### src/rtl/scan_seq_pkg.sv
package scan_seq_pkg;
  typedef enum logic [2:0] {
    ST_IDLE,
    ST_INTEG,
    ST_LOAD,
    ST_SETTLE,
    ST_CAPT,
    ST_UNLOAD,
    ST_DONE
  } seq_state_t;
endpackage

### src/rtl/scan_integ_chk.sv
// Chain integrity generator and comparator: stream (0011...) or flush (single 1).
module scan_integ_chk #(
  parameter int CHAIN_LEN = 8
) (
  input  logic clk,
  input  logic rst_n,
  input  logic clear,
  input  logic flush_mode,
  input  logic active,
  input  logic chain_so,
  output logic test_bit,
  output logic last,
  output logic mismatch,
  output logic fail
);
  localparam int TEST_LEN = 2 * CHAIN_LEN + 4;
  localparam int CW = $clog2(TEST_LEN + 1);
  localparam logic [CW-1:0] LEN_C  = CW'(CHAIN_LEN);
  localparam logic [CW-1:0] LAST_C = CW'(TEST_LEN - 1);

  logic [CW-1:0] cnt;
  logic          mode_q;
  logic          exp_bit;
  logic          compare;

  function automatic logic ref_bit(input logic [CW-1:0] idx, input logic fm);
    return fm ? (idx == LEN_C) : idx[1];
  endfunction

  assign test_bit = ref_bit(cnt, mode_q);
  assign compare  = active && (cnt >= LEN_C);
  assign exp_bit  = ref_bit(cnt - LEN_C, mode_q);
  assign mismatch = compare && (chain_so != exp_bit);
  assign last     = active && (cnt == LAST_C);

  always_ff @(posedge clk) begin
    if (!rst_n) begin
      cnt    <= '0;
      mode_q <= 1'b0;
      fail   <= 1'b0;
    end else if (clear) begin
      cnt    <= '0;
      mode_q <= flush_mode;
      fail   <= 1'b0;
    end else if (active) begin
      cnt <= cnt + 1'b1;
      if (mismatch) fail <= 1'b1;
    end
  end
endmodule

### src/rtl/scan_safety_gate.sv
// Shift-mode protection of clears, RAM writes, pads and bus drivers.
module scan_safety_gate #(
  parameter int NUM_DRV = 4
) (
  input  logic                       shifting,
  input  logic                       func_clr_n,
  input  logic                       func_pre_n,
  input  logic                       ram_we_req,
  input  logic                       bidir_oe_req,
  input  logic                       drv_req,
  input  logic [$clog2(NUM_DRV)-1:0] drv_sel,
  output logic                       clr_n_out,
  output logic                       pre_n_out,
  output logic                       ram_we,
  output logic                       bidir_oe,
  output logic [NUM_DRV-1:0]         drv_en
);
  localparam int SW = $clog2(NUM_DRV);

  assign clr_n_out = func_clr_n | shifting;
  assign pre_n_out = func_pre_n | shifting;
  assign ram_we    = ram_we_req & ~shifting;
  assign bidir_oe  = bidir_oe_req & ~shifting;

  for (genvar g = 0; g < NUM_DRV; g++) begin : g_dec
    assign drv_en[g] = drv_req && (drv_sel == SW'(g));
  end
endmodule

### src/rtl/scan_seq_ctrl.sv
// Phase sequencer: integrity, load/unload overlap, settle, capture, final unload.
module scan_seq_ctrl
  import scan_seq_pkg::*;
#(
  parameter int CHAIN_LEN  = 8,
  parameter int NUM_PAT    = 4,
  parameter int SETTLE_CYC = 2
) (
  input  logic clk,
  input  logic rst_n,
  input  logic start,
  input  logic integ_last,
  input  logic integ_bad,
  input  logic pat_valid,
  input  logic rsp_ready,
  output logic launch,
  output logic integ_active,
  output logic load_phase,
  output logic se,
  output logic en,
  output logic pat_ready,
  output logic rsp_valid,
  output logic done
);
  localparam int MAXC = (CHAIN_LEN > SETTLE_CYC) ? CHAIN_LEN : SETTLE_CYC;
  localparam int CW = $clog2(MAXC + 1);
  localparam int PW = $clog2(NUM_PAT + 1);
  localparam logic [CW-1:0] SHIFT_LAST  = CW'(CHAIN_LEN - 1);
  localparam logic [CW-1:0] SETTLE_LAST = CW'(SETTLE_CYC - 1);
  localparam logic [PW-1:0] PAT_LAST    = PW'(NUM_PAT - 1);

  seq_state_t    state;
  logic [CW-1:0] cnt;
  logic [PW-1:0] pidx;
  logic          have_rsp;

  always_comb begin
    launch       = 1'b0;
    integ_active = 1'b0;
    load_phase   = 1'b0;
    se           = 1'b0;
    en           = 1'b0;
    pat_ready    = 1'b0;
    rsp_valid    = 1'b0;
    done         = 1'b0;
    unique case (state)
      ST_IDLE:   launch = start;
      ST_INTEG: begin
        integ_active = 1'b1;
        se           = 1'b1;
        en           = 1'b1;
      end
      ST_LOAD: begin
        load_phase = 1'b1;
        se         = 1'b1;
        pat_ready  = !have_rsp || rsp_ready;
        rsp_valid  = have_rsp && pat_valid;
        en         = pat_valid && pat_ready;
      end
      ST_SETTLE: ;
      ST_CAPT:   en = 1'b1;
      ST_UNLOAD: begin
        se        = 1'b1;
        rsp_valid = 1'b1;
        en        = rsp_ready;
      end
      ST_DONE:   done = 1'b1;
      default: ;
    endcase
  end

  always_ff @(posedge clk) begin
    if (!rst_n) begin
      state    <= ST_IDLE;
      cnt      <= '0;
      pidx     <= '0;
      have_rsp <= 1'b0;
    end else begin
      unique case (state)
        ST_IDLE: if (start) begin
          state    <= ST_INTEG;
          cnt      <= '0;
          pidx     <= '0;
          have_rsp <= 1'b0;
        end
        ST_INTEG: if (integ_last) begin
          state <= integ_bad ? ST_DONE : ST_LOAD;
          cnt   <= '0;
        end
        ST_LOAD: if (en) begin
          if (cnt == SHIFT_LAST) begin
            cnt   <= '0;
            state <= ST_SETTLE;
          end else begin
            cnt <= cnt + 1'b1;
          end
        end
        ST_SETTLE: begin
          if (cnt == SETTLE_LAST) begin
            cnt   <= '0;
            state <= ST_CAPT;
          end else begin
            cnt <= cnt + 1'b1;
          end
        end
        ST_CAPT: begin
          have_rsp <= 1'b1;
          if (pidx == PAT_LAST) begin
            state <= ST_UNLOAD;
          end else begin
            pidx  <= pidx + 1'b1;
            state <= ST_LOAD;
          end
        end
        ST_UNLOAD: if (en) begin
          if (cnt == SHIFT_LAST) begin
            cnt   <= '0;
            state <= ST_DONE;
          end else begin
            cnt <= cnt + 1'b1;
          end
        end
        ST_DONE: state <= ST_IDLE;
        default: state <= ST_IDLE;
      endcase
    end
  end
endmodule

### src/rtl/scan_seq_top.sv
module scan_seq_top #(
  parameter int CHAIN_LEN  = 8,
  parameter int NUM_PAT    = 4,
  parameter int SETTLE_CYC = 2,
  parameter int NUM_DRV    = 4
) (
  input  logic                       clk,
  input  logic                       rst_n,
  input  logic                       start,
  input  logic                       flush_mode,
  input  logic                       pat_valid,
  output logic                       pat_ready,
  input  logic                       pat_bit,
  output logic                       rsp_valid,
  input  logic                       rsp_ready,
  output logic                       rsp_bit,
  output logic                       chain_se,
  output logic                       chain_en,
  output logic                       chain_si,
  input  logic                       chain_so,
  output logic                       done,
  output logic                       fail,
  input  logic                       func_clr_n,
  input  logic                       func_pre_n,
  input  logic                       ram_we_req,
  input  logic                       bidir_oe_req,
  input  logic                       drv_req,
  input  logic [$clog2(NUM_DRV)-1:0] drv_sel,
  output logic                       clr_n_out,
  output logic                       pre_n_out,
  output logic                       ram_we,
  output logic                       bidir_oe,
  output logic [NUM_DRV-1:0]         drv_en
);
  logic launch, integ_active, load_phase;
  logic integ_bit, integ_last, integ_mis;

  scan_seq_ctrl #(
    .CHAIN_LEN (CHAIN_LEN),
    .NUM_PAT   (NUM_PAT),
    .SETTLE_CYC(SETTLE_CYC)
  ) u_ctrl (
    .clk         (clk),
    .rst_n       (rst_n),
    .start       (start),
    .integ_last  (integ_last),
    .integ_bad   (fail | integ_mis),
    .pat_valid   (pat_valid),
    .rsp_ready   (rsp_ready),
    .launch      (launch),
    .integ_active(integ_active),
    .load_phase  (load_phase),
    .se          (chain_se),
    .en          (chain_en),
    .pat_ready   (pat_ready),
    .rsp_valid   (rsp_valid),
    .done        (done)
  );

  scan_integ_chk #(.CHAIN_LEN(CHAIN_LEN)) u_integ (
    .clk       (clk),
    .rst_n     (rst_n),
    .clear     (launch),
    .flush_mode(flush_mode),
    .active    (integ_active),
    .chain_so  (chain_so),
    .test_bit  (integ_bit),
    .last      (integ_last),
    .mismatch  (integ_mis),
    .fail      (fail)
  );

  scan_safety_gate #(.NUM_DRV(NUM_DRV)) u_gate (
    .shifting    (chain_se),
    .func_clr_n  (func_clr_n),
    .func_pre_n  (func_pre_n),
    .ram_we_req  (ram_we_req),
    .bidir_oe_req(bidir_oe_req),
    .drv_req     (drv_req),
    .drv_sel     (drv_sel),
    .clr_n_out   (clr_n_out),
    .pre_n_out   (pre_n_out),
    .ram_we      (ram_we),
    .bidir_oe    (bidir_oe),
    .drv_en      (drv_en)
  );

  assign chain_si = integ_active ? integ_bit : (load_phase & pat_bit);
  assign rsp_bit  = chain_so;
endmodule

### config.mk
export PLATFORM = sky130hd
export DESIGN_NAME = scan_seq_top
export DESIGN_NICKNAME = d
export VERILOG_FILES = /design/src/rtl/scan_seq_pkg.sv /design/src/rtl/scan_integ_chk.sv /design/src/rtl/scan_safety_gate.sv /design/src/rtl/scan_seq_ctrl.sv /design/src/rtl/scan_seq_top.sv
export SDC_FILE = /design/constraint.sdc
export NUM_CORES = 1
export LEC_CHECK = 0
export ABC_AREA = 1
export BUFFER_PORTS_ARGS = -buffer_cell sky130_fd_sc_hd__buf_4
export CORE_ASPECT_RATIO = 0.5
export CORE_MARGIN = 3
export CORE_UTILIZATION = 41
export CTS_CLUSTER_DIAMETER = 40
export DETAILED_ROUTE_END_ITERATION = 8
export PLACE_DENSITY = 0.6
export SLEW_MARGIN = 15
export SYNTH_ARGS = -nofsm -noshare
export SYNTH_HDL_FRONTEND = slang
export SYNTH_SLANG_ARGS = --single-unit
### constraint.sdc
create_clock -name clk -period 2.5 [get_ports clk]
set_clock_uncertainty 0.15 [all_clocks]
set_input_delay 0 -clock clk [delete_from_list [all_inputs] [get_ports clk]]
set_output_delay 0 -clock clk [all_outputs]
set_load 0.005 [all_outputs]
* Word level (Yosys, flattened, before mapping)
Index checks and enable logic that the tools add are counted.
** Word-level totals
- Register bits after elaboration :: 18
- Input bits :: 15
- Word-level logic and storage cells :: 101
** Operators by class
- Bitwise gates (word level) :: 8
- $add $sub $neg :: 4
- Magnitude comparators :: 1
- Multiplexer cells :: 32
- Reductions and logical operators :: 24
- Equal/unequal tests :: 25
** Operator list (number)
- $mux W3 :: 11
- $mux W4 :: 5
- $pmux W3 S6 :: 1
- $pmux W4 S4 :: 1
- $eq A5 B4 Y1 const B :: 2
- $mux W1 :: 10
- $ne A2 B2 Y1 const B :: 5
- $eq A3 B2 Y1 const B :: 3
- $eq A3 B3 Y1 const B :: 3
- $logic_and A1 B1 Y1 :: 9
- $ne A2 B1 Y1 const B :: 4
- $reduce_and A7 Y1 :: 1
- $pmux W3 S2 :: 1
- $reduce_or A2 Y1 :: 3
- $add A5 B1 Y5 const B :: 1
- $eq A5 B5 Y1 const B :: 1
- $ge A5 B4 Y1 const B :: 1
- $sub A5 B4 Y5 const B :: 1
- $add A4 B1 Y4 const B :: 1
- $eq A2 B2 Y1 const B :: 2
- $eq A4 B1 Y1 const B :: 1
- $eq A4 B3 Y1 const B :: 1
- $pmux W1 S2 :: 2
- $reduce_and A2 Y1 :: 2
- other kinds (17) :: 22

* Depth between registers and ports, before layout
- Word-level depth :: 9
- Gate-level depth with buffers :: 13

* By module
Synthesis repeated with hierarchy kept, for this count alone.
** Unflattened totals
- Cells, all modules :: 205
- Area total of the unflattened synthesis :: 1333.8 um^2
** By module, submodules not included
- scan_seq_ctrl :: instances 1, area an instance 844.6 um^2, cells each 130
- scan_integ_chk :: instances 1, area an instance 401.6 um^2, cells each 55
- scan_safety_gate :: instances 1, area an instance 57.6 um^2, cells each 14
- scan_seq_top :: instances 1, area an instance 30.0 um^2, cells each 6

* Worst setup path before layout
Ideal clock, no wire load.
- Kind :: flip-flop to flip-flop
- From :: reg u_integ.cnt[3]
- To :: reg u_ctrl.state[2]
- Cell stages (with the launch flop) :: 14
- Slack :: 988 ps
- Setup time :: 70 ps
- Data arrival time :: 1292 ps
- Cells stage by stage :: dfxtp_1 > inv_1 > ha_1 > nand2_1 > inv_1 > nand3_1 > nand2_1 > nand2_1 > nand3_1 > nand2_1 > nand2_1 > nand2_1 > nand2_1 > a21oi_1
** On the way
- Longest elaborated chain between the ends :: 9
- Elaborated cells on any way between the ends :: 15
- Classes of those cells :: add/sub (1); order compare (1); eq/ne (4); mux (4); bitwise (1); reduce/logical (4)
** Ends and longest elaborated chain
- start: declaration :: line scan_integ_chk.sv:21 : logic [CW-1:0] cnt;
- start signal: assignment :: line scan_integ_chk.sv:46 : cnt <= cnt + 1'b1;
- $sub A5 B4 Y5 :: line scan_integ_chk.sv:32 : assign exp_bit = ref_bit(cnt - LEN_C, mode_q);
- $eq A5 B4 Y1 :: line scan_integ_chk.sv:27 : return fm ? (idx == LEN_C) : idx[1];
- $mux W1 :: line scan_integ_chk.sv:27
- $ne A1 B1 Y1 :: line scan_integ_chk.sv:33 : assign mismatch = compare && (chain_so != exp_bit);
- $logic_and A1 B1 Y1 :: line scan_integ_chk.sv:33
- $or A1 B1 Y1 :: line scan_seq_top.sv:47 : .integ_bad (fail | integ_mis),
- $mux W3 :: line scan_seq_ctrl.sv:87 : state <= integ_bad ? ST_DONE : ST_LOAD;
- $mux W3 :: line scan_seq_ctrl.sv:86 : ST_INTEG: if (integ_last) begin
- $pmux W3 S6 :: line scan_seq_ctrl.sv:79 : unique case (state)
- end signal: assignment :: line scan_seq_ctrl.sv:87
- end: declaration :: line scan_seq_ctrl.sv:32 : seq_state_t state;
Parallel ways exist; a longest one is shown, timed or not. The select of a mux whose other input is x is not followed.
A chain may end at the register's enable or synchronous reset.

* Worst setup path in the final report
- From :: reg u_ctrl.state[0]
- To :: reg u_integ.mode_q
** On the way
- Longest elaborated chain between the ends :: 2
** Ends and longest elaborated chain
- $logic_not A3 Y1 :: line scan_seq_ctrl.sv:46 : unique case (state)
- $mux W1 :: line scan_seq_ctrl.sv:46
- end signal: assignment :: line scan_integ_chk.sv:43 : mode_q <= flush_mode;
- end: declaration :: line scan_integ_chk.sv:22 : logic mode_q;
No other way between the ends.

==> metrics.md <==
| Metric | Value |
|---|---|
| Status | complete, no violations |
| Pwr dens | 779 nW/um^2 |
| CTS Buffer Depth | 2 |
| Syn avg cell area | 6.69 sq um |
| Critical Path End Type | flip-flop |
| Synth Area in Simple Gates | 33.6% |
| Register bit count reported by yosys | 18 |
| Final hold vios | 0 |
| Die ar. | 3740 sq um |
| Fraction of layout instances using a drive strength above 1 | 25.7% |
| Worst setup path class | flip-flop to flip-flop |
| Pint | 740 uW |
| TritonCTS Buffers | 3 |
| Startpoint class of the critical path | flip-flop |
| Net Sw Frac | 41.0% |
| Largest net degree at the start of global routing | 11 |
| Post-Syn Instances | 184 |
| Routed WL | 2910 um |
| Core ar. | 2720 sq um |
| H-tree levels | 1 |
| Netlist cell types | 32 |
| Setup TNS | 0 ns |
| Total Routing Usage GR | 16.5% |
| Number of nets in the layout | 245 |
| RePlAce Congestion | 0.823 |
| Die X | 83.5 um |
| FMAX | 0.418 GHz |
| Fin util | 59.2% |
| Ys Warns | 0 |
| Via density | 4.78 |
| CTS tree | yes |
| Largest family of logic cells by synthesized area | simple AND/OR/NAND/NOR gates |
| Final period util | 95.7% |
| CP max FO | 5 |
| Inserted Diodes | 0 |
| Dpl hpwl | 2340 um |
| Starting Density | 45.3% |
| Die H | 44.8 um |
| Compound-Gate Fraction of Synth Area | 16.5% |
| Slew Viols, Final | 0 |
| Period minus WS final | 2.39 ns |
| Starting DRT DRC Count | 44 |
| Placed inst area | 1500 sq um |
| Mux share of post-synthesis cell area | 0% |
| CP required | 2.50 ns |
| Mapped Nets | 206 |
| Worst-margin pin slew | 0.312 ns |
| Via count | 1,238 |
| Max_cap viols | 0 |
| Final Cell Area | 1610 sq um |
| Max VDD drop | 0.000374 V |
| CTS root buffer | clkbuf_8 |
| Reg clk slew, reported paths | 0.07 ns |
| Seq pwr share | 31.4% |
| Std-Cell Rows | 13 |
| Seq/Total Area, Yosys | 29.3% |
| Comb power frac | 48.9% |
| Final setup fails | 0 |
| Switching power total | 514 uW |
| LEAKAGE | 0.778 nW |
| Post-Syn Area | 1230 sq um |
| Port Buffers | 30 |
| DRT antenna net count | 0 |
| I/O pin count | 31 |
| Crit path arrival time | 2.39 ns |
| First-pass GRT wire length | 4850 um |
| Vias in the first global route | 1,089 |
| Clk pwr share | 19.7% |
| Iteration count of the initial detailed-routing pass | 6 |
| Sink Count | 18 |
| Worst hold path type | input pin to flip-flop |
| Clock latency on the worst-skew pair | 0.26 ns |
| Drc violations | 0 |
| Adder-Cell Fraction of Synth Area | 7.11% |
| Total global routing overflow | 0 |
| Xor and xnor area share after synthesis | 1.42% |
| Area Overhead vs Synth | 30.7% |
| Postcts setup bufs | 0 |
| Wire per inst | 11.2 um |
| Slew HR | 79.2% |
| Initial antenna violation count | 0 |
-- through the flow --
stage	cells	setup WS, ns	total power [mW]	hold WS, ns
after floorplan	184	0.988	0.806	-0.116
after global routing	259	-0.00896	1.37	0.117
after CTS	259	0.0373	1.25	0.0725
after detailed placement	250	0.812	0.989	0.0444
final	259	0.108	1.25	0.0754
after global placement	250	0.815	0.985	0.0433
-- power by group through the flow --
stage | clock network (mW) | logic (mW) | registers [mW]
after floorplan | 0 | 0.418 | 0.388
final | 0.247 | 0.613 | 0.394
after global routing | 0.265 | 0.701 | 0.403
after detailed placement | 0 | 0.590 | 0.399
after CTS | 0.255 | 0.605 | 0.392
after global placement | 0 | 0.587 | 0.398
-- final cells by class --
type | instances | area [sq um]
Fill cell | 259 | 1110
Multi-Input combinational cell | 128 | 729
Sequential cell | 18 | 362
Timing Repair Buffer | 35 | 275
Inverter | 37 | 141
Clock buffer | 4 | 55.1
Tap cell | 37 | 46.3
-- cell usage in the layout, fill, tap and decap left out, types with 5 or more instances in the layout --
master	synthesis	routed
nor3_1	8	8
buf_4	1	30
nor2_1	18	17
nand2_1	33	33
nand3_1	7	7
dfxtp_1	18	17
dlygate4sd3_1	0	5
o21ai_0	7	7
inv_1	33	33
ha_1	7	7
nand2_2	5	5
a21oi_1	17	17
-- what timing repair did --
action	4_1_cts	5_1_grt
hold buffers	5	0
resized for setup	0	3
setup endpoints to repair	0	1
hold endpoints to repair	6	0
-- registers in the layout (all words and copies together) (netlist names) --
name,count
u_ctrl.state,3
u_integ.fail,1
u_integ.cnt,5
u_ctrl.cnt,4
u_ctrl.pidx,3
u_integ.mode_q,1
u_ctrl.have_rsp,1
-- cells in the mapped netlist, drive strengths merged --
| cell | count | area, sq um |
|---|---|---|
| nand2 | 39 | 166 |
| inv | 37 | 141 |
| nor2 | 22 | 92.6 |
| a21oi | 18 | 101 |
| dfxtp | 18 | 360 |
| nand3 | 11 | 82.6 |
| nor3 | 8 | 40.0 |
| o21ai | 8 | 40.0 |
| ha | 7 | 87.6 |
| a211oi | 2 | 15.0 |
| or2 | 2 | 12.5 |
| a22o | 1 | 8.76 |
| a31oi | 1 | 6.26 |
| and2 | 1 | 6.26 |
| buf | 1 | 7.51 |
| nand4 | 1 | 6.26 |
| nor3b | 1 | 7.51 |
| o211a | 1 | 10.0 |
| o21bai | 1 | 7.51 |
| o22ai | 1 | 6.26 |
| o31ai | 1 | 7.51 |
| xnor2 | 1 | 8.76 |
| xor2 | 1 | 8.76 |
-- final timing paths --
path / start / end / slack, ns / depth (start not counted)
max reg2reg: u_ctrl.state[0]$_SDFFE_PN0P_ / u_integ.mode_q$_SDFFE_PN0P_ / 0.11 / 8
min reg2reg: u_integ.fail$_SDFFE_PP0P_ / u_integ.fail$_SDFFE_PP0P_ / 0.33 / 2
min: start / u_ctrl.pidx[1]$_SDFFE_PN0P_ / 0.08 / 4
max: u_ctrl.state[0]$_SDFFE_PN0P_ / u_integ.mode_q$_SDFFE_PN0P_ / 0.11 / 8
-- logic make-up after synthesis --
kind of cell,count (synthesis)
adder cells (fa/ha/maj),7
flip-flops,18
XOR/XNOR,2
AND/OR/NAND/NOR,85
buffers and inverters,38
AO/OA/AOI/OAI,34
-- worst max-delay path: stages, from the launching register on --
cell,delay [ns]
dfxtp_1,0.35
inv_2,0.11
nand2_1,0.12
nor2_4,0.14
nand2_1,0.11
o21ai_0,0.15
dlygate4sd3_1,0.56
a21oi_1,0.04
dlygate4sd3_1,0.54
-- layer usage --
| metal | vias to the layer above | part of all wire (%) | routed length (um) | track usage [%] |
|---|---|---|---|---|
| met5 | - | 0 | 0 | 0 |
| met4 | 0 | 0.65 | 19 | 3.85 |
| met3 | 2 | 7.1 | 207 | 5.46 |
| met2 | 27 | 42 | 1230 | 27.2 |
| met1 | 539 | 50 | 1450 | 21.4 |
| li1 | 670 | - | - | - |
Note: power is estimated with default switching activity, not from simulation.
